$ cat config.mk
export PLATFORM = sky130hd
export DESIGN_NAME = frac_lut
export DESIGN_NICKNAME = d
export VERILOG_FILES = /design/src/rtl/frac_lut_pkg.sv /design/src/rtl/frac_lut_cfg_chain.sv /design/src/rtl/frac_lut_top_gate.sv /design/src/rtl/frac_lut_mux_tree.sv /design/src/rtl/frac_lut.sv
export SDC_FILE = /design/constraint.sdc
export NUM_CORES = 1
export LEC_CHECK = 0
export CAP_MARGIN = 15
export CORE_MARGIN = 3
export CORE_UTILIZATION = 54
export CTS_CLUSTER_DIAMETER = 80
export DETAILED_ROUTE_END_ITERATION = 6
export PLACE_DENSITY = 0.8
export SYNTH_ARGS = -nofsm -noshare
export SYNTH_HDL_FRONTEND = slang
export SYNTH_SLANG_ARGS = --single-unit
$ cat constraint.sdc
create_clock -name cfg_clk -period 5.57 [get_ports cfg_clk]
set_clock_uncertainty 0.2 [all_clocks]
set_input_delay 0.8355 -clock cfg_clk [delete_from_list [all_inputs] [get_ports cfg_clk]]
set_output_delay 0.8355 -clock cfg_clk [all_outputs]
set_load 0.02 [all_outputs]
$ cat src/rtl/frac_lut_pkg.sv
package frac_lut_pkg;

    // Number of truth-table entries for a K-input function
    function automatic int unsigned tbl_size(input int unsigned k);
        return 32'd1 << k;
    endfunction

    // Total chain length: table plus the mode bit
    function automatic int unsigned chain_len(input int unsigned k);
        return tbl_size(k) + 32'd1;
    endfunction

endpackage

$ cat src/rtl/frac_lut_cfg_chain.sv
module frac_lut_cfg_chain
    import frac_lut_pkg::*;
#(
    parameter int unsigned K = 4
) (
    input  logic                    clk,
    input  logic                    rst_n,
    input  logic                    en,
    input  logic                    sin,
    output logic                    sout,
    output logic [tbl_size(K)-1:0]  table_bits,
    output logic                    mode
);
    localparam int unsigned TBL = tbl_size(K);
    localparam int unsigned N   = chain_len(K);

    typedef struct packed {
        logic [N-1:0] sr;
    } chain_t;

    chain_t st_d, st_q;

    always_comb begin
        st_d = st_q;
        if (en) begin
            st_d.sr = {st_q.sr[N-2:0], sin};
        end
    end

    always_ff @(posedge clk or negedge rst_n) begin
        if (!rst_n) begin
            st_q <= '0;
        end else begin
            st_q <= st_d;
        end
    end

    // Stage 0 holds the last bit shifted (mode); the far end holds T[0]
    assign sout = st_q.sr[N-1];
    assign mode = st_q.sr[0];

    for (genvar i = 0; i < TBL; i++) begin : g_map
        assign table_bits[i] = st_q.sr[N-1-i];
    end

    AST_CHAIN_HOLD: assert property (@(posedge clk) disable iff (!rst_n)
        !en |=> ($stable(sout) && $stable(mode) && $stable(table_bits)));

    AST_CHAIN_ORDER: assert property (@(posedge clk) disable iff (!rst_n)
        en |=> (sout == $past(table_bits[1])));

    AST_RST_CLEAR: assert property (@(posedge clk) disable iff (!rst_n)
        $rose(rst_n) |-> (sout == 1'b0 && mode == 1'b0 && table_bits == '0));

endmodule

$ cat src/rtl/frac_lut_top_gate.sv
module frac_lut_top_gate (
    input  logic pin,
    input  logic mode,
    output logic sel
);
    // Mode 0 pins the top select high; mode 1 lets the pin through
    logic force_hi;

    assign force_hi = ~mode;
    assign sel      = pin | force_hi;

endmodule

$ cat src/rtl/frac_lut_mux_tree.sv
module frac_lut_mux_tree
    import frac_lut_pkg::*;
#(
    parameter int unsigned K = 4
) (
    input  logic [tbl_size(K)-1:0] table_bits,
    input  logic [K-1:0]           sel,
    output logic                   root,
    output logic                   tap_lo,
    output logic                   tap_hi
);
    localparam int unsigned TBL = tbl_size(K);

    // Heap-indexed internal nodes: node n has children 2n and 2n+1.
    // Depth d uses select bit K-1-d; leaves are the table entries.
    logic [TBL-1:1] node;

    for (genvar d = 0; d < K; d++) begin : g_depth
        for (genvar j = 0; j < (1 << d); j++) begin : g_node
            localparam int unsigned IDX = (1 << d) + j;
            if (d == K - 1) begin : g_leaf
                assign node[IDX] = sel[K-1-d] ? table_bits[2*j+1]
                                              : table_bits[2*j];
            end else begin : g_inner
                assign node[IDX] = sel[K-1-d] ? node[2*IDX+1]
                                              : node[2*IDX];
            end
        end
    end

    assign root   = node[1];
    assign tap_lo = node[2];
    assign tap_hi = node[3];

endmodule

$ cat src/rtl/frac_lut.sv
module frac_lut
    import frac_lut_pkg::*;
#(
    parameter int unsigned K = 4
) (
    input  logic         cfg_clk,
    input  logic         cfg_rst_n,
    input  logic         cfg_en,
    input  logic         cfg_sin,
    output logic         cfg_sout,
    input  logic [K-1:0] lut_in,
    output logic         lut_out,
    output logic         lut_lo,
    output logic         lut_hi
);
    localparam int unsigned TBL = tbl_size(K);

    logic [TBL-1:0] tbl;
    logic           mode_q;
    logic           top_sel;
    logic [K-1:0]   sel_vec;

    frac_lut_cfg_chain #(.K(K)) u_chain (
        .clk        (cfg_clk),
        .rst_n      (cfg_rst_n),
        .en         (cfg_en),
        .sin        (cfg_sin),
        .sout       (cfg_sout),
        .table_bits (tbl),
        .mode       (mode_q)
    );

    frac_lut_top_gate u_gate (
        .pin  (lut_in[K-1]),
        .mode (mode_q),
        .sel  (top_sel)
    );

    assign sel_vec = {top_sel, lut_in[K-2:0]};

    frac_lut_mux_tree #(.K(K)) u_tree (
        .table_bits (tbl),
        .sel        (sel_vec),
        .root       (lut_out),
        .tap_lo     (lut_lo),
        .tap_hi     (lut_hi)
    );

    AST_DUAL_UPPER: assert property (@(posedge cfg_clk) disable iff (!cfg_rst_n)
        !mode_q |-> (lut_out == lut_hi));

    AST_SINGLE_SPLIT: assert property (@(posedge cfg_clk) disable iff (!cfg_rst_n)
        mode_q |-> (lut_out == (lut_in[K-1] ? lut_hi : lut_lo)));

    AST_TAPS_NO_TOP: assert property (@(posedge cfg_clk) disable iff (!cfg_rst_n)
        ($stable(lut_in[K-2:0]) && $stable(tbl)) |-> ($stable(lut_lo) && $stable(lut_hi)));

endmodule

# Word-level counts from Yosys, hierarchy flattened
# Cells that the tools add are included.
[word_totals] ramBits=0 reg_bits=17 romBits=0 elab_cells=18 output_inout_bits=4 memories=0 latchBits=0
[classes] n_mux=15 shift=0 bitwise=2 add_sub_neg=0 div=0 multipliers=0 n_lt_le_gt_ge=0 eq_ne=0 n_reduce_logical=0
[ops] op="two-way mux 1 bit" count=15
[ops] op="NOT 1 bit" count=1
[ops] op="OR 1 bit" count=1

# Longest topological paths before layout
# Gate-level depths: netlist (run 1).
[logic_depth] word_depth=4 mapped_depth=3 ltp_nobuf=3

# By module
# Synthesis (run 1) repeated with hierarchy kept, for this count alone.
[unflattened] cells_unflattened=45 hier_area_um2=838.3
[by_module_without_submodules] mod="frac_lut_cfg_chain" area_per_inst_um2=693.2 n_inst=1 cells_each=37
[by_module_without_submodules] mod="frac_lut_mux_tree" area_per_inst_um2=138.9 n_inst=1 cells_each=7
[by_module_without_submodules] mod="frac_lut_top_gate" area_per_inst_um2=6.3 n_inst=1 cells_each=1

# Worst setup path after synthesis (run 1)
# Ideal clock, no wire load.
[synth_timing] kind="input -> output" from="in lut_in[0]" to="out lut_out" arrival_ns=2.012 setup_slack_ns=2.523 cell_stages=3 required_ns=4.535 n_path_buf=0 path_cell_list="mux4_1 -> mux2_2 -> mux2_2"
[synth_between] elab_chain_len=4 word_cells_on_any_way=15 cone_classes="mux (15)"
[synth_rtl] element="from (decl)" line_no="frac_lut.sv:11" source="input logic [K-1:0] lut_in,"
[synth_rtl] element="two-way mux 1 bit" line_no="frac_lut_mux_tree.sv:22" source="assign node[IDX] = sel[K-1-d] ? table_bits[2*j+1]"
[synth_rtl] element="two-way mux 1 bit" line_no="frac_lut_mux_tree.sv:25" source="assign node[IDX] = sel[K-1-d] ? node[2*IDX+1]"
[synth_rtl] element="two-way mux 1 bit (*)" line_no="frac_lut_mux_tree.sv:25"
[synth_rtl] element="named net lut_hi" line_no="frac_lut.sv:14" source="output logic lut_hi"
[synth_rtl] element="two-way mux 1 bit (*)" line_no="frac_lut_mux_tree.sv:25"
[synth_rtl] element="to (decl)" line_no="frac_lut.sv:12" source="output logic lut_out,"
# Mark *: on every way through the listed nets, which the timed path passes. The rest lies on a longest branch.

# Final worst setup path (run 1)
[layout_timing] from="in lut_in[0]" to="out lut_out"
[layout_between] elab_chain_len=4 word_cells_on_any_way=15 cone_classes="mux (15)"
[layout_rtl] element="two-way mux 1 bit" line_no="frac_lut_mux_tree.sv:22"
[layout_rtl] element="two-way mux 1 bit (2 in a row)" line_no="frac_lut_mux_tree.sv:25"
[layout_rtl] element="two-way mux 1 bit (*)" line_no="frac_lut_mux_tree.sv:25"
# Every way passes the cells marked *; elsewhere a longest branch is shown, timed or not.

==> results by group, run 1 <==
Outcome
  – Status: finished, final reports clean

Final layout
  – Finished Core Util: 75.4%
  – Fraction of layout cells with a size suffix above 1: 42.1%
  – Fill cell count: 74
  – Antenna Cells: 0
  – Nets: 66
  – Layout area overhead: 19.2%
  – Largest regs: u_chain.st_q x17
  – Max FFs per register: 17
  – Most common cell after layout, fill and taps aside: mux2_2
  – Post-route cell area: 917 um^2
  – Largest register by flop count: u_chain.st_q
  – Most frequent cells in the layout: mux2_2, dfrtp_1, clkdlybuf4s50_1

Clock tree
  – CTS sink cnt: 17
  – CTS H-tree depth: 1
  – Bufs on Longest Clock Path: 2
  – TritonCTS Buffers: 3
  – Post-CTS resize count: 0
  – Hold Buf Count CTS: 0
  – Setup Fix Bufs, Post-CTS: 0
  – Worst skew pair latency: 0.28 ns
  – CTS tree: built
  – CTS root buf: clkbuf_4
  – Clock-pin slew on the worst setup and hold paths: 0.09 ns

Timing
  – Fin crit share: 73.5%
  – Final Setup Violations: 0
  – Final Max Slew Viols: 0
  – Tmin final: 4.09 ns
  – Slew @ Worst Pin: 0.731 ns
  – Final-report hold violation count: 0
  – TNS Setup: 0 ns
  – Max-slew headroom: 51.1%
  – FMAX: 244 MHz
  – Fin worst setup slack: 1.48 ns
  – RSZ-0062 raised after global routing: no

Pwr
  – P_leak: 0.393 nW
  – Clk network pwr share: 15.2%
  – Total Power: 0.408 mW
  – Switch share: 29.3%
  – Logic pwr share: 33.8%
  – Internal power: 0.288 mW
  – PD cells: 444 nW/um^2
  – Reg power frac: 51.0%
  – Net Switching: 0.120 mW
  – Worst vdd ir: 0.000274 V

Global route
  – Overall Global Routing Usage: 16.0%
  – Initial antenna violation count: 0
  – GR Overflow Total: 0
  – Vias in the first global route: 463
  – Largest net degree at the start of global routing: 18
  – Global-route wire length before repair: 2170 um

Setup path
  – Worst reg2reg setup slack: 4.58 ns
  – CP required: 4.53 ns
  – FF-to-FF End: u_chain.st_q[10]
  – Cells along the critical path: clkdlybuf4s50_1 -> mux4_1 -> mux2_2 -> mux2_2 -> clkdlybuf4s50_1
  – CP max FO: 4
  – Buf+Inv Stages, Crit Path: 2
  – Critical R2R Launch: u_chain.st_q[10]
  – Worst path arrival time: 3.06 ns
  – Max incr delay on CP: 0.57 ns
  – Critical path class: in2out
  – Worst setup EP type: output pin
  – Worst reg-to-reg path cell count: 1
  – CP max stage cell: clkdlybuf4s50_1
  – Critical path launch point type: primary input
  – Critical path's top delay family: multiplexers

Synthesis
  – Synth Instances: 44
  – Post-Syn Nets: 52
  – Sequential cell area fraction in the yosys report: 55.3%
  – Synth warnings: 0
  – Post-Syn Area: 769 um^2
  – Avg Inst Size Synth: 17.5 um^2
  – #FFs+latches synth: 17
  – Number of library cell types mapped by synthesis: 6

Route
  – Drt pass-1 iters: 2
  – Post-Route WL: 1200 um
  – Post-route ant nets: 0
  – Remaining DRCs: 0
  – Initial DRC count: 7
  – Via-to-Cell Ratio: 5.89
  – Vias: 418
  – Drt wl/cell: 17.0 um

Placement
  – Setup WS pre-CTS: 1.47 ns
  – DP Wirelength: 921 um
  – I/O Buffers: 11
  – Final GP Congestion: 0.734
  – Placed cell area: 890 um^2

Die
  – DIE HEIGHT: 43.8 um
  – Die width: 43.8 um
  – IO Pins: 12
  – Die ar.: 1910 um^2
  – Cell Rows: 12
  – Initial core utilization: 63.3%
  – Core area: 1220 um^2

Hold path
  – Hold_sp: u_chain.st_q[7]
  – Worst Hold End: u_chain.st_q[7]
  – Hold Crit Class: reg2reg
  – Hold path depth: 1

Flow run
  – Max-cap violations: 0
## synthesized netlist by cell type
master / count / area share, %
buf_1: 1 / 0.49
mux2_2: 20 / 29
mux4_1: 4 / 14
nand2b_1: 1 / 0.81
dfrtp_1: 17 / 55
clkbuf_1: 1 / 0.49
## layout make-up
class / instances / area, um^2 / share of cell area (%)
Sequential cell: 17 / 425 / 46.4
Multi-Input combinational cell: 25 / 337 / 36.7
Timing Repair Buffer: 11 / 110 / 12.0
Clock buffer: 3 / 22.5 / 2.46
Tap cell: 14 / 17.5 / 1.91
Clock inverter: 1 / 5.00 / 0.546
## per-stage QoR
step / std cells / hold slack (ns)
2_1_floorplan: 44 / 0.289
3_3_place_gp: 67 / 0.303
3_5_place_dp: 67 / 0.313
4_1_cts: 71 / 0.335
5_1_grt: 71 / 0.361
6_report: 71 / 0.334
## power by group through the flow
stage	Clock, mW	Combinational [mW]	Sequential [mW]
detailed placement	0	0.139	0.210
CTS	0.0661	0.140	0.207
finish	0.0621	0.138	0.208
global placement	0	0.135	0.204
global route	0.0722	0.149	0.217
floorplan	0	0.0922	0.199
## layer usage
layer  share of wire [%]  GRT usage (%)  routed length [um]
met1                  42           20.8                 509
met2                  51           25.0                 620
met3                 5.6           2.90                  68
met4                0.33           9.04                   4
met5                   0              0                   0
## worst max path at each step
stage / startpoint / end / slack (ns) / cells past startpoint
detailed placement: lut_in[0] / lut_out / 1.47 / 5
floorplan: lut_in[0] / lut_out / 2.52 / 3
global placement: lut_in[0] / lut_out / 1.50 / 5
global route: lut_in[2] / lut_out / 1.40 / 5
CTS: lut_in[0] / lut_out / 1.46 / 5
finish: lut_in[0] / lut_out / 1.48 / 5
## cells by family after synthesis
| kind of cell | after synthesis | share of synthesized area, % |
|---|---|---|
| AND/OR/NAND/NOR | 1 | 0.814 |
| flip-flops | 17 | 55.3 |
| buffers and inverters | 2 | 0.975 |
| multiplexers | 24 | 42.9 |
No activity file was read; power rests on OpenSTA's default activity.
==> run 2: changes to the inputs <==
--- a/config.mk
+++ b/config.mk
@@ -7,10 +7,10 @@
 export LEC_CHECK = 0
 export CAP_MARGIN = 15
 export CORE_MARGIN = 3
-export CORE_UTILIZATION = 54
+export CORE_UTILIZATION = 50
 export CTS_CLUSTER_DIAMETER = 80
 export DETAILED_ROUTE_END_ITERATION = 6
-export PLACE_DENSITY = 0.8
+export PLACE_DENSITY = 0.75
 export SYNTH_ARGS = -nofsm -noshare
 export SYNTH_HDL_FRONTEND = slang
 export SYNTH_SLANG_ARGS = --single-unit
==> constraint.sdc (replaced) <==
create_clock -name cfg_clk -period 3.8 [get_ports cfg_clk]
set_clock_uncertainty 0.2 [all_clocks]
set_input_delay 0.57 -clock cfg_clk [delete_from_list [all_inputs] [get_ports cfg_clk]]
set_output_delay 0.57 -clock cfg_clk [all_outputs]
set_load 0.02 [all_outputs]
==> results by group, run 2 (synthesized netlist as in run 1, its figures left out) <==
Setup path
  – CP required: 3.03 ns (-1.50 ns)
  – Worst setup EP type: output pin
  – Worst reg2reg setup slack: 2.82 ns (-1.76 ns)
  – Critical Path End: lut_out
  – Worst path arrival time: 2.80 ns (-0.26 ns)
  – Critical path origin: lut_in[0]
  – Critical path class: in2out
  – FF-to-FF End: u_chain.st_q[16]
  – Critical path launch point type: primary input
  – Cells along the critical path: clkdlybuf4s50_1 -> mux4_1 -> mux2_2 -> mux2_2 -> clkdlybuf4s50_1
  – Worst reg-to-reg path cell count: 1 (unchanged)
  – CP max stage cell: mux4_1
  – Critical R2R Launch: u_chain.st_q[16]
  – Max incr delay on CP: 0.58 ns (about the same)
  – CP max FO: 4 (unchanged)

Pwr
  – PD cells: 652 nW/um^2 (+47%)
  – Logic pwr share: 33.6% (-0.2 points)
  – Clk network pwr share: 16.4% (+1.2 points)
  – P_leak: 0.393 nW (unchanged)
  – Total Power: 0.599 mW (+47%)
  – Switch share: 29.6% (+0.23 points)
  – Worst vdd ir: 0.000399 V (+46%)
  – Internal power: 0.422 mW (+47%)
  – Reg power frac: 50.0% (-1.0 points)
  – Net Switching: 0.177 mW (+48%)

Final layout
  – Max FFs per register: 17 (unchanged)
  – Antenna Cells: 0 (unchanged)
  – Largest regs: u_chain.st_q x17
  – Fraction of layout cells with a size suffix above 1: 42.1% (unchanged)
  – Largest register by flop count: u_chain.st_q
  – Fill cell count: 101 (+36%)
  – Most common cell after layout, fill and taps aside: mux2_2
  – Finished Core Util: 67.2% (-8.2 points)
  – Nets: 66 (unchanged)
  – Layout area overhead: 19.3%
  – Most frequent cells in the layout: mux2_2, dfrtp_1, clkdlybuf4s50_1

Hold path
  – Hold Crit Class: reg2reg

Die
  – Die ar.: 2050 um^2 (+6.9%)
  – Initial core utilization: 56.3% (-7.0 points)
  – Die width: 45.2 um (+3.4%)
  – Cell Rows: 13 (+1)
  – DIE HEIGHT: 45.2 um (+3.4%)
  – Core area: 1370 um^2 (+12%)
  – IO Pins: 12 (unchanged)

Timing
  – Fin worst setup slack: 0.230 ns (-1.25 ns)
  – Fin crit share: 93.9%
  – TNS Setup: 0 ns (unchanged)
  – Final Setup Violations: 0 (unchanged)
  – Tmin final: 3.57 ns
  – Final-report hold violation count: 0 (unchanged)
  – Max-slew headroom: 50.8% (-0.31 points)
  – Final Max Slew Viols: 0 (unchanged)
  – RSZ-0062 raised after global routing: no
  – Slew @ Worst Pin: 0.736 ns (+0.00467 ns)
  – FMAX: 280 MHz

Placement
  – I/O Buffers: 11 (unchanged)
  – Final GP Congestion: 0.771 (+5.0%)
  – Setup WS pre-CTS: 0.210 ns (-1.26 ns)

Route
  – Initial DRC count: 7 (unchanged)
  – Vias: 426 (+1.9%)
  – Drt pass-1 iters: 4 (+2)
  – Post-route ant nets: 0 (unchanged)
  – Post-Route WL: 1210 um (+0.83%)
  – Via-to-Cell Ratio: 5.92 (+0.50%)
  – Remaining DRCs: 0 (unchanged)
  – Drt wl/cell: 16.9 um (-0.57%)

Global route
  – Largest net degree at the start of global routing: 18 (unchanged)
  – Global-route wire length before repair: 2100 um (-2.9%)
  – GR Overflow Total: 0 (unchanged)
  – Vias in the first global route: 440 (-5.0%)
  – Initial antenna violation count: 0 (unchanged)
  – Overall Global Routing Usage: 15.4% (-0.54 points)

Clock tree
  – CTS H-tree depth: 1 (unchanged)
  – Bufs on Longest Clock Path: 2 (unchanged)
  – CTS sink cnt: 17 (unchanged)
  – Hold Buf Count CTS: 0 (unchanged)
  – Worst skew pair latency: 0.29 ns (about the same)
  – CTS tree: built
  – Clock-pin slew on the worst setup and hold paths: 0.10 ns (about the same)
  – TritonCTS Buffers: 3 (unchanged)
  – Post-CTS resize count: 0 (unchanged)
  – CTS root buf: clkbuf_4
  – Setup Fix Bufs, Post-CTS: 0 (unchanged)

Flow run
  – Max-cap violations: 0 (unchanged)

Outcome
  – Status: finished, final reports clean
run 2: cell counts in the layout (fill, tap and decap cells not counted):
Identical to the previous run, type by type.
run 2: power by group through the flow:
stage	combinational, mW	clock, mW	sequential, mW
2_1_floorplan	0.135	0	0.291
3_3_place_gp	0.197	0	0.298
3_5_place_dp	0.205	0	0.305
4_1_cts	0.205	0.102	0.301
5_1_grt	0.219	0.111	0.311
6_report	0.201	0.0982	0.300
run 2: cell type report:
| cell class | instances | area (um^2) | area share, % |
|---|---|---|---|
| tap | 15 | 18.8 | 2.04 |
| sequential | 17 | 425 | 46.3 |
| clock inverter | 1 | 5.00 | 0.545 |
| multi-input combinational | 25 | 337 | 36.6 |
| clock buffer | 3 | 22.5 | 2.45 |
| timing repair buffer | 11 | 110 | 12.0 |
run 2: worst max-delay path: cells and delay by family:
family                 cells  cell delay [ns]
buffers and inverters      2             1.10
muxes                      3             1.13
run 2: worst min-delay path by stage:
| stage | start | endpoint | slack (ns) | depth (start not counted) |
|---|---|---|---|---|
| global placement | u_chain.st_q[13] | u_chain.st_q[14] | 0.31 | 1 |
| global route | u_chain.st_q[14] | u_chain.st_q[14] | 0.37 | 1 |
| finish | u_chain.st_q[2] | u_chain.st_q[3] | 0.34 | 1 |
| floorplan | cfg_rst_n | u_chain.st_q[0] | 0.07 | 0 |
| detailed placement | u_chain.st_q[2] | u_chain.st_q[3] | 0.31 | 1 |
| CTS | u_chain.st_q[2] | u_chain.st_q[3] | 0.33 | 1 |
run 2: per-stage QoR:
stage | hold WS (ns) | area (um^2) | cells
after global routing | 0.368 | 918 | 72
after detailed placement | 0.311 | 891 | 68
after floorplan | 0.0744 | 769 | 44
final | 0.335 | 918 | 72
after global placement | 0.306 | 891 | 68
after CTS | 0.334 | 918 | 72
run 2: routing by layer:
| metal | share of wire (%) | GRT usage, % | up-vias |
|---|---|---|---|
| met3 | 6.6 | 3.98 | 4 |
| met1 | 46 | 20.3 | 212 |
| met5 | 0 | 0 | - |
| met4 | 3.3 | 12.3 | 0 |
| met2 | 44 | 21.5 | 12 |
| li1 | - | - | 198 |
